`config.mk`:
```
export PLATFORM = sky130hd
export DESIGN_NAME = dual_rate_led_dimmer
export DESIGN_NICKNAME = d
export VERILOG_FILES = /design/src/rtl/ldim_pkg.sv /design/src/rtl/ldim_regs.sv /design/src/rtl/ldim_channel.sv /design/src/rtl/ldim_sync.sv /design/src/rtl/ldim_outmap.sv /design/src/rtl/dual_rate_led_dimmer.sv
export SDC_FILE = /design/constraint.sdc
export NUM_CORES = 1
export LEC_CHECK = 0
export ABC_AREA = 1
export ABC_CLOCK_PERIOD_IN_PS = 2200
export BUFFER_PORTS_ARGS = -buffer_cell sky130_fd_sc_hd__buf_2
export CORE_ASPECT_RATIO = 0.9
export CORE_MARGIN = 3
export CORE_UTILIZATION = 55
export DETAILED_ROUTE_END_ITERATION = 10
export GPL_TIMING_DRIVEN = 0
export PLACE_DENSITY_LB_ADDON = 0.15
export SETUP_SLACK_MARGIN = 0.05
export SKIP_LAST_GASP = 1
export SLEW_MARGIN = 20
export SYNTH_ARGS = -nofsm -noshare
export SYNTH_HDL_FRONTEND = slang
export SYNTH_SLANG_ARGS = --single-unit
```
`constraint.sdc`:
```
create_clock -name clk -period 2.2 [get_ports clk]
set_input_delay 0.33 -clock clk [delete_from_list [all_inputs] [get_ports clk]]
set_output_delay 0.33 -clock clk [all_outputs]
set_load 0.01 [all_outputs]
```
`src/rtl/ldim_pkg.sv`:
```
package ldim_pkg;
    localparam int DATA_W       = 8;
    localparam int N_CH         = 2;
    localparam int LED_PER_SEL  = DATA_W / 2;
    localparam int LED_PER_STAT = DATA_W;

    typedef enum logic [1:0] {
        SEL_OFF = 2'b00,
        SEL_ON  = 2'b01,
        SEL_CH0 = 2'b10,
        SEL_CH1 = 2'b11
    } sel_e;

    localparam logic [DATA_W-1:0] PRE_RST  = 8'h00;
    localparam logic [DATA_W-1:0] DUTY_RST = 8'h80;
endpackage

```
`src/rtl/ldim_regs.sv`:
```
module ldim_regs
    import ldim_pkg::*;
#(
    parameter int NUM_LED = 16,
    parameter int ADDR_W  = 4
) (
    input  logic                                clk,
    input  logic                                rst_n,
    input  logic                                wr_en_i,
    input  logic [ADDR_W-1:0]                   wr_addr_i,
    input  logic [DATA_W-1:0]                   wr_data_i,
    input  logic [ADDR_W-1:0]                   rd_addr_i,
    output logic [DATA_W-1:0]                   rd_data_o,
    input  logic [NUM_LED-1:0]                  status_i,
    output logic [N_CH-1:0][DATA_W-1:0]         pre_o,
    output logic [N_CH-1:0][DATA_W-1:0]         duty_o,
    output logic [2*NUM_LED-1:0]                sel_o
);
    localparam int N_STAT = NUM_LED / LED_PER_STAT;
    localparam int N_SEL  = NUM_LED / LED_PER_SEL;
    localparam int A_CH   = N_STAT;
    localparam int A_SEL  = N_STAT + 2 * N_CH;

    typedef struct packed {
        logic [N_SEL-1:0][DATA_W-1:0] sel;
        logic [N_CH-1:0][DATA_W-1:0]  duty;
        logic [N_CH-1:0][DATA_W-1:0]  pre;
    } cfg_t;

    localparam cfg_t CFG_RST = '{sel: '0, duty: {N_CH{DUTY_RST}}, pre: {N_CH{PRE_RST}}};

    cfg_t cfg_d, cfg_q;

    // Next-state: decode the write strobe onto the addressed byte.
    always_comb begin
        cfg_d = cfg_q;
        if (wr_en_i) begin
            for (int c = 0; c < N_CH; c++) begin
                if (wr_addr_i == ADDR_W'(A_CH + 2 * c))
                    cfg_d.pre[c] = wr_data_i;
                if (wr_addr_i == ADDR_W'(A_CH + 2 * c + 1))
                    cfg_d.duty[c] = wr_data_i;
            end
            for (int s = 0; s < N_SEL; s++) begin
                if (wr_addr_i == ADDR_W'(A_SEL + s))
                    cfg_d.sel[s] = wr_data_i;
            end
        end
    end

    always_ff @(posedge clk or negedge rst_n) begin
        if (!rst_n) cfg_q <= CFG_RST;
        else        cfg_q <= cfg_d;
    end

    // Readback mux; unmapped addresses read as zero.
    always_comb begin
        rd_data_o = '0;
        for (int st = 0; st < N_STAT; st++) begin
            if (rd_addr_i == ADDR_W'(st))
                rd_data_o = status_i[st*DATA_W +: DATA_W];
        end
        for (int c = 0; c < N_CH; c++) begin
            if (rd_addr_i == ADDR_W'(A_CH + 2 * c))
                rd_data_o = cfg_q.pre[c];
            if (rd_addr_i == ADDR_W'(A_CH + 2 * c + 1))
                rd_data_o = cfg_q.duty[c];
        end
        for (int s = 0; s < N_SEL; s++) begin
            if (rd_addr_i == ADDR_W'(A_SEL + s))
                rd_data_o = cfg_q.sel[s];
        end
    end

    assign pre_o  = cfg_q.pre;
    assign duty_o = cfg_q.duty;
    assign sel_o  = cfg_q.sel;
endmodule

```
`src/rtl/ldim_channel.sv`:
```
module ldim_channel
    import ldim_pkg::*;
#(
    parameter int CNT_W = DATA_W
) (
    input  logic             clk,
    input  logic             rst_n,
    input  logic             tick_i,
    input  logic [CNT_W-1:0] pre_cfg_i,
    input  logic [CNT_W-1:0] duty_cfg_i,
    output logic             on_o,
    output logic [CNT_W-1:0] phase_o,
    output logic [CNT_W-1:0] duty_act_o
);
    localparam logic [CNT_W-1:0] PHASE_LAST = '1;

    typedef struct packed {
        logic [CNT_W-1:0] pcnt;
        logic [CNT_W-1:0] phase;
        logic [CNT_W-1:0] pre_act;
        logic [CNT_W-1:0] duty_act;
    } ch_t;

    localparam ch_t CH_RST = '{pcnt: '0, phase: '0, pre_act: CNT_W'(PRE_RST), duty_act: CNT_W'(DUTY_RST)};

    ch_t ch_d, ch_q;

    always_comb begin
        ch_d = ch_q;
        if (tick_i) begin
            if (ch_q.pcnt == ch_q.pre_act) begin
                ch_d.pcnt  = '0;
                ch_d.phase = ch_q.phase + 1'b1;
                // Held settings are taken only at the period boundary.
                if (ch_q.phase == PHASE_LAST) begin
                    ch_d.pre_act  = pre_cfg_i;
                    ch_d.duty_act = duty_cfg_i;
                end
            end else begin
                ch_d.pcnt = ch_q.pcnt + 1'b1;
            end
        end
    end

    always_ff @(posedge clk or negedge rst_n) begin
        if (!rst_n) ch_q <= CH_RST;
        else        ch_q <= ch_d;
    end

    assign on_o       = (ch_q.phase < ch_q.duty_act);
    assign phase_o    = ch_q.phase;
    assign duty_act_o = ch_q.duty_act;
endmodule

```
`src/rtl/ldim_sync.sv`:
```
module ldim_sync #(
    parameter int WIDTH  = 16,
    parameter int STAGES = 2
) (
    input  logic             clk,
    input  logic             rst_n,
    input  logic [WIDTH-1:0] din_i,
    output logic [WIDTH-1:0] dout_o
);
    logic [STAGES-1:0][WIDTH-1:0] pipe_d, pipe_q;

    always_comb begin
        pipe_d[0] = din_i;
        for (int s = 1; s < STAGES; s++)
            pipe_d[s] = pipe_q[s-1];
    end

    always_ff @(posedge clk or negedge rst_n) begin
        if (!rst_n) pipe_q <= '0;
        else        pipe_q <= pipe_d;
    end

    assign dout_o = pipe_q[STAGES-1];
endmodule

```
`src/rtl/ldim_outmap.sv`:
```
module ldim_outmap
    import ldim_pkg::*;
#(
    parameter int NUM_LED = 16
) (
    input  logic [2*NUM_LED-1:0] sel_i,
    input  logic [N_CH-1:0]      ch_on_i,
    output logic [NUM_LED-1:0]   oe_o
);
    function automatic logic pad_drive(input logic [1:0] code, input logic [N_CH-1:0] on);
        logic r;
        case (code)
            SEL_OFF: r = 1'b0;
            SEL_ON:  r = 1'b1;
            SEL_CH0: r = on[0];
            default: r = on[1];
        endcase
        return r;
    endfunction

    for (genvar i = 0; i < NUM_LED; i++) begin : g_pad
        assign oe_o[i] = pad_drive(sel_i[2*i +: 2], ch_on_i);
    end
endmodule

```
`src/rtl/dual_rate_led_dimmer.sv`:
```
module dual_rate_led_dimmer
    import ldim_pkg::*;
#(
    parameter int NUM_LED     = 16,
    parameter int ADDR_W      = 4,
    parameter int SYNC_STAGES = 2
) (
    input  logic               clk,
    input  logic               rst_n,
    input  logic               tick_i,
    input  logic               wr_en_i,
    input  logic [ADDR_W-1:0]  wr_addr_i,
    input  logic [DATA_W-1:0]  wr_data_i,
    input  logic [ADDR_W-1:0]  rd_addr_i,
    output logic [DATA_W-1:0]  rd_data_o,
    input  logic [NUM_LED-1:0] led_pin_i,
    output logic [NUM_LED-1:0] led_oe_o,
    output logic [NUM_LED-1:0] led_lvl_o
);
    logic [N_CH-1:0][DATA_W-1:0] cfg_pre;
    logic [N_CH-1:0][DATA_W-1:0] cfg_duty;
    logic [2*NUM_LED-1:0]        sel_flat;
    logic [NUM_LED-1:0]          stat_sync;
    logic [N_CH-1:0]             ch_on;
    logic [N_CH-1:0][DATA_W-1:0] ch_phase;
    logic [N_CH-1:0][DATA_W-1:0] ch_duty;

    ldim_regs #(.NUM_LED(NUM_LED), .ADDR_W(ADDR_W)) u_regs (
        .clk       (clk),
        .rst_n     (rst_n),
        .wr_en_i   (wr_en_i),
        .wr_addr_i (wr_addr_i),
        .wr_data_i (wr_data_i),
        .rd_addr_i (rd_addr_i),
        .rd_data_o (rd_data_o),
        .status_i  (stat_sync),
        .pre_o     (cfg_pre),
        .duty_o    (cfg_duty),
        .sel_o     (sel_flat)
    );

    ldim_sync #(.WIDTH(NUM_LED), .STAGES(SYNC_STAGES)) u_sync (
        .clk    (clk),
        .rst_n  (rst_n),
        .din_i  (led_pin_i),
        .dout_o (stat_sync)
    );

    for (genvar c = 0; c < N_CH; c++) begin : g_ch
        ldim_channel #(.CNT_W(DATA_W)) u_ch (
            .clk        (clk),
            .rst_n      (rst_n),
            .tick_i     (tick_i),
            .pre_cfg_i  (cfg_pre[c]),
            .duty_cfg_i (cfg_duty[c]),
            .on_o       (ch_on[c]),
            .phase_o    (ch_phase[c]),
            .duty_act_o (ch_duty[c])
        );
    end

    ldim_outmap #(.NUM_LED(NUM_LED)) u_map (
        .sel_i   (sel_flat),
        .ch_on_i (ch_on),
        .oe_o    (led_oe_o)
    );

    // Open-drain pads: the level is always low, the enable decides.
    assign led_lvl_o = '0;
endmodule

```
## Yosys cells after proc, flatten, opt, wreduce, memory -nomap -nowiden

Cells that the tools add are included.

| word-level totals | value |
|---|---|
| input port bits | 36 |
| bits in registers | 160 |
| bits in writable memories | 0 |
| logic and storage cells | 134 |
| latch bits | 0 |
| output and inout bits | 40 |
| memories kept | 0 |
| ROM bits | 0 |

| cells by class | value |
|---|---|
| equal/unequal tests | 53 |
| mux-type cells | 28 |
| $add $sub $neg | 4 |
| magnitude comparators | 2 |
| reductions and logical operators | 29 |
| shift operators | 0 |
| div/mod/pow operators | 0 |
| $mul | 0 |
| bitwise operators | 0 |

Operators by type and width:

| kind | count |
|---|---|
| $mux 8 | 12 |
| $pmux 1 s3 | 16 |
| $add 8x1->8 const B | 4 |
| $eq 2x1->1 const B | 16 |
| $eq 2x2->1 const B | 16 |
| $eq 4x3->1 const B | 8 |
| $logic_not 2->1 | 16 |
| $reduce_and 2->1 | 10 |
| $eq 4x2->1 const B | 4 |
| $eq 4x4->1 const B | 4 |
| $eq 8x8->1 | 2 |
| $eq 8x8->1 const B | 2 |
| $lt 8x8->1 | 2 |
| $reduce_and 3->1 | 2 |
| $eq 4x1->1 const B | 1 |
| $logic_not 4->1 | 1 |

## Depth between registers and ports, before layout

| logic depth | value |
|---|---|
| word-level depth | 11 |
| gate-level depth with buffers | 10 |
| depth with buffers taken out | 9 |

## Cells and area by module

Synthesis repeated with hierarchy kept, for this count alone.

| unflattened totals | value |
|---|---|
| cell total of the unflattened synthesis | 1,047 |
| area total of the unflattened synthesis | 8,409.3 µm² |

Modules (own cells, without submodules):

| module | cells each | instances | sequential area each (µm²) | area an instance (µm²) |
|---|---|---|---|---|
| ldim_regs | 401 | 1 | 1,604.0 | 3,126.7 |
| ldim_channel at g_ch[0].u_ch | 264 | 1 | 802.0 | 1,999.4 |
| ldim_channel at g_ch[1].u_ch | 261 | 1 | 802.0 | 1,996.9 |
| ldim_sync | 32 | 1 | 800.8 | 800.8 |
| ldim_outmap | 72 | 1 | 0.0 | 361.6 |
| dual_rate_led_dimmer | 17 | 1 | 0.0 | 123.9 |

## Worst setup path before layout

OpenSTA, ideal clock, no wires.

| timing path | value |
|---|---|
| path type | register to output |
| start point | reg g_ch[0].u_ch.ch_q (netlist bit g_ch[0].u_ch.duty_act_o[7]) |
| end point | out led_oe_o[10] |
| data required time | 1.870 ns |
| buffers on the path | 1 |
| arrival time | 1.680 ns |
| setup slack | 0.190 ns |
| cell stages (with the launch flop) | 8 |
| cell sequence | dfstp_2 -> inv_1 -> ha_1 -> a21oi_1 -> o21a_1 -> clkbuf_1 -> nand4_1 -> nand2_1 |

| between the ends | value |
|---|---|
| cells in the longest elaborated chain, start to end | 2 |

RTL lines:

| element | line | source |
|---|---|---|
| from (decl) | ldim_channel.sv:26 | `ch_t ch_d, ch_q;` |
| from (signal assigned) | ldim_channel.sv:47 | `else ch_q <= ch_d;` |
| $lt 8x8->1 | ldim_channel.sv:50 | `assign on_o = (ch_q.phase < ch_q.duty_act);` |
| $pmux 1 s3 | ldim_outmap.sv:12 | `case (code)` |
| to (decl) | dual_rate_led_dimmer.sv:17 | `output logic [NUM_LED-1:0] led_oe_o,` |

No other way between the ends.

## Worst setup path after layout

| timing path | value |
|---|---|
| start point | reg g_ch[1].u_ch.ch_q (netlist bit g_ch[1].u_ch.duty_act_o[7]) |
| end point | out led_oe_o[5] |

| between the ends | value |
|---|---|
| cells in the longest elaborated chain, start to end | 2 |

RTL lines:

| element | line |
|---|---|
| from (decl) | ldim_channel.sv:26 |
| from (signal assigned) | ldim_channel.sv:47 |
| $lt 8x8->1 | ldim_channel.sv:50 |
| $pmux 1 s3 | ldim_outmap.sv:12 |

No other way between the ends.

==> results_dict.tcl <==
set metrics [dict create \
    outcome "finished, violations left" \
    violations "setup timing" \
    dp_slack_ns -0.279 \
    rsz0062_at_grt "true" \
    layout.nets 1127 \
    period_minus_slack_ns 2.50 \
    max_slew.worst_pin.slew_ns 0.645 \
    dpl-instance-area_um2 8470 \
    crit_arrival_ns 2.17 \
    ant_nets 0 \
    grt_remaining_overflow 0 \
    crit_start "g_ch[1].u_ch.duty_act_o[7]" \
    drt_first_pass_iters 5 \
    p_per_area_nw_per_um2 925 \
    critPathKind "reg -> out" \
    yosysSeqAreaShare_pct 51.0 \
    port-buffer-count 57 \
    routedWlPerCell_um 14.9 \
    timing.slew.headroom_pct 57.0 \
    via_per_inst 5.19 \
    hpwl_um 12800 \
    routabilityCongestion 0.883 \
    yosys_warnings 0 \
    avgSynthCellArea_um2 8.21 \
    cts_tree "built" \
    required_ns 1.87 \
    max_freq_mhz 401 \
    p_leak_nw 4.81 \
    synth-seq-cells 160 \
    die_w_um 132 \
    die_y_um 119 \
    cts_buffers 17 \
    drc_errors 0 \
    skew_ns 0.0114 \
    drv_slew 0 \
    hold_violations 0 \
    yosysUniqueCellTypes 35 \
    slowest_delay_ns 0.54 \
    vias 6618 \
    hp-class "in -> reg" \
    cts-root-buf "clkbuf_16" \
    netlist_instances 957 \
    clk-insertion-delay-late_ns 0.43 \
    grt_start_max_net_pins 85 \
    slowest_stage "dfstp_2" \
    crit_path_end_kind "primary output" \
    cts.path.max_buffers 2 \
    area_delta_synth_final_pct 21.0 \
    setup_viol 16 \
    drt-total-wl_um 18900 \
    critPathTopFamily "flip-flops" \
    drt_iter0_markers 484 \
    initial_core_util_pct 57.5 \
    core_region_area_um2 13700 \
    rows 40 \
    seq_area_um2 4010 \
    finalCritPeriodShare_pct 113 \
    drive_above_1_share_pct 18.5 \
    clk_pin_slew_ns 0.07 \
    worstPathMaxFanout 5 \
    die-area_um2 15800 \
    track_usage_pct 24.8 \
    first_global_vias 6296 \
    cp_cell_sequence "inv_2 > ha_4 > inv_2 > o31a_1 > nand2_4 > buf_8 > nand2_2 > nand2_2 > nand2_2 > buf_6" \
    drv_cap 0 \
    syn_area_um2 7860 \
    worst_slack_ns -0.296 \
    hold_path_startpoint "wr_data_i[6]" \
    start_kind "flip-flop" \
    fillerInstances 1086 \
    multiInputGateArea_um2 3350 \
    holdWs_ns 0.133 \
    crit_buf_inv 4 \
    reg2reg_from "g_ch[1].u_ch.phase_o[1]" \
    cpMostUsedCell "nand2_2" \
    antenna_found_initial 0 \
    cts_sinks 160 \
    h-tree-depth 4 \
    ir_drop_mv 0.653 \
    design_area_um2 9510 \
    grt_first_pass_wirelength_um 31200 \
    num_antenna_cells 0 \
    num_io_pins 76 \
]
## logic make-up after synthesis
family	Yosys count	synth area share [%]
AOI/OAI and AO/OA	104	6.70
xor gates and xnor gates	21	2.34
adders and majority gates	18	2.87
buffers and inverters	149	8.76
DFF	160	51.0
other	1	0.0477
and+or+nand+nor	504	28.3
## cell usage in the layout (no fill, tap or decap), drive strengths merged, types with 4 or more instances in the layout
cell type and instances:
ha 18, o21ai 82, buf 95, a21oi 20
clkinv 6, nor3 19, nand4 40, dfstp 4
inv 114, clkbuf 27, xnor2 4, dlygate4sd3 17
nand2 311, nor2 62, dfrtp 156, xor2 17
nand3 69, conb 16
## state kept, by name, summed over array words and instances (netlist names)
register              count
g_ch.u_ch.ch_q           32
u_regs.sel_o             32
g_ch.u_ch.duty_act_o     16
g_ch.u_ch.phase_o        16
u_regs.duty_o            16
u_regs.pre_o             16
u_sync.dout_o            16
u_sync.pipe_d            16
## worst paths after layout
check / depth (start not counted) / slack, ns / end
max: 10 / -0.30 / led_oe_o[5]
min: 3 / 0.13 / u_regs.sel_o[30]
max reg2reg: 7 / 0.42 / g_ch[1].u_ch.ch_q[14]
min reg2reg: 0 / 0.35 / u_sync.dout_o[12]
max in group asynchronous: 3 / 0.90 / u_regs.duty_o[7]
min in group asynchronous: 2 / 0.48 / g_ch[0].u_ch.phase_o[0]
## cell usage after synthesis
cell type	instances	area, µm²
xnor2_1	4	35.0
o21a_1	1	7.51
inv_2	4	15.0
nand2_1	301	1130
clkinv_1	1	3.75
inv_4	2	12.5
nor3_4	2	32.5
nor2_2	3	18.8
o21ai_0	80	400
inv_1	102	383
nand2_4	2	22.5
buf_4	19	143
and3_1	1	6.26
nor3_1	13	65.1
ha_1	18	225
o21ai_1	2	10.0
dfstp_2	4	105
nor2_4	3	33.8
buf_2	5	25.0
dfrtp_1	156	3900
nor2_1	56	210
o31a_1	1	8.76
nand3_2	1	10.0
or2_1	1	6.26
xor2_1	17	149
nand2_2	8	50.1
clkbuf_1	9	33.8
nand4_1	40	250
a21oi_1	20	100
nand3_1	68	340
clkbuf_2	1	5.00
buf_6	6	67.6
nor3_2	4	40.0
or2_0	1	6.26
conb_1	1	3.75
## metrics by stage
step	std cells	utilization, %	power, W	setup TNS [ns]
5_1_grt	1274	69.6	0.00927	-5.70
3_3_place_gp	1218	61.7	0.00552	-245.84
6_report	1274	69.6	0.00880	-4.40
4_1_cts	1272	68.6	0.00865	-5.01
3_5_place_dp	1219	62.0	0.00559	-2.86
2_1_floorplan	972	-	0.00495	0
## layer usage
| layer | part of all wire, % | global-route usage, % |
|---|---|---|
| met5 | 0 | 0 |
| met4 | 2.1 | 8.33 |
| met3 | 6.2 | 4.86 |
| met2 | 46 | 39.4 |
| met1 | 46 | 34.5 |
## repair_timing
action | in CTS | in global routing
pin swaps | 4 | 8
cloned | 1 | 0
gates resized for setup | 30 | 37
endpoints found under the setup margin | 16 | 18
hold endpoints to repair | 97 | 0
setup buffers | 4 | 2
hold buffers | 17 | 0
## tightest hold or removal path, delay by kind of cell
family,cells,cell delay (ns)
and+or+nand+nor,1,0.04
AOI/OAI and AO/OA,1,0.06
buffers and inverters,1,0.09
## power by group
part / internal [W] / switching, W
Sequential: 0.00341 / 0.000538
Combinational: 0.000839 / 0.00108
Clock: 0.00169 / 0.00125
Total: 0.00594 / 0.00286
## layout make-up
class | instances | share of cell area (%)
flip-flops and latches | 160 | 42.2
clock inverters | 14 | 1.63
repair buffers | 82 | 6.46
plain buffers | 40 | 3.17
inverters | 109 | 4.36
clock buffers | 17 | 4.47
well taps | 189 | 2.49
multi-input cells | 663 | 35.2
(Power assumes the default switching activity.)
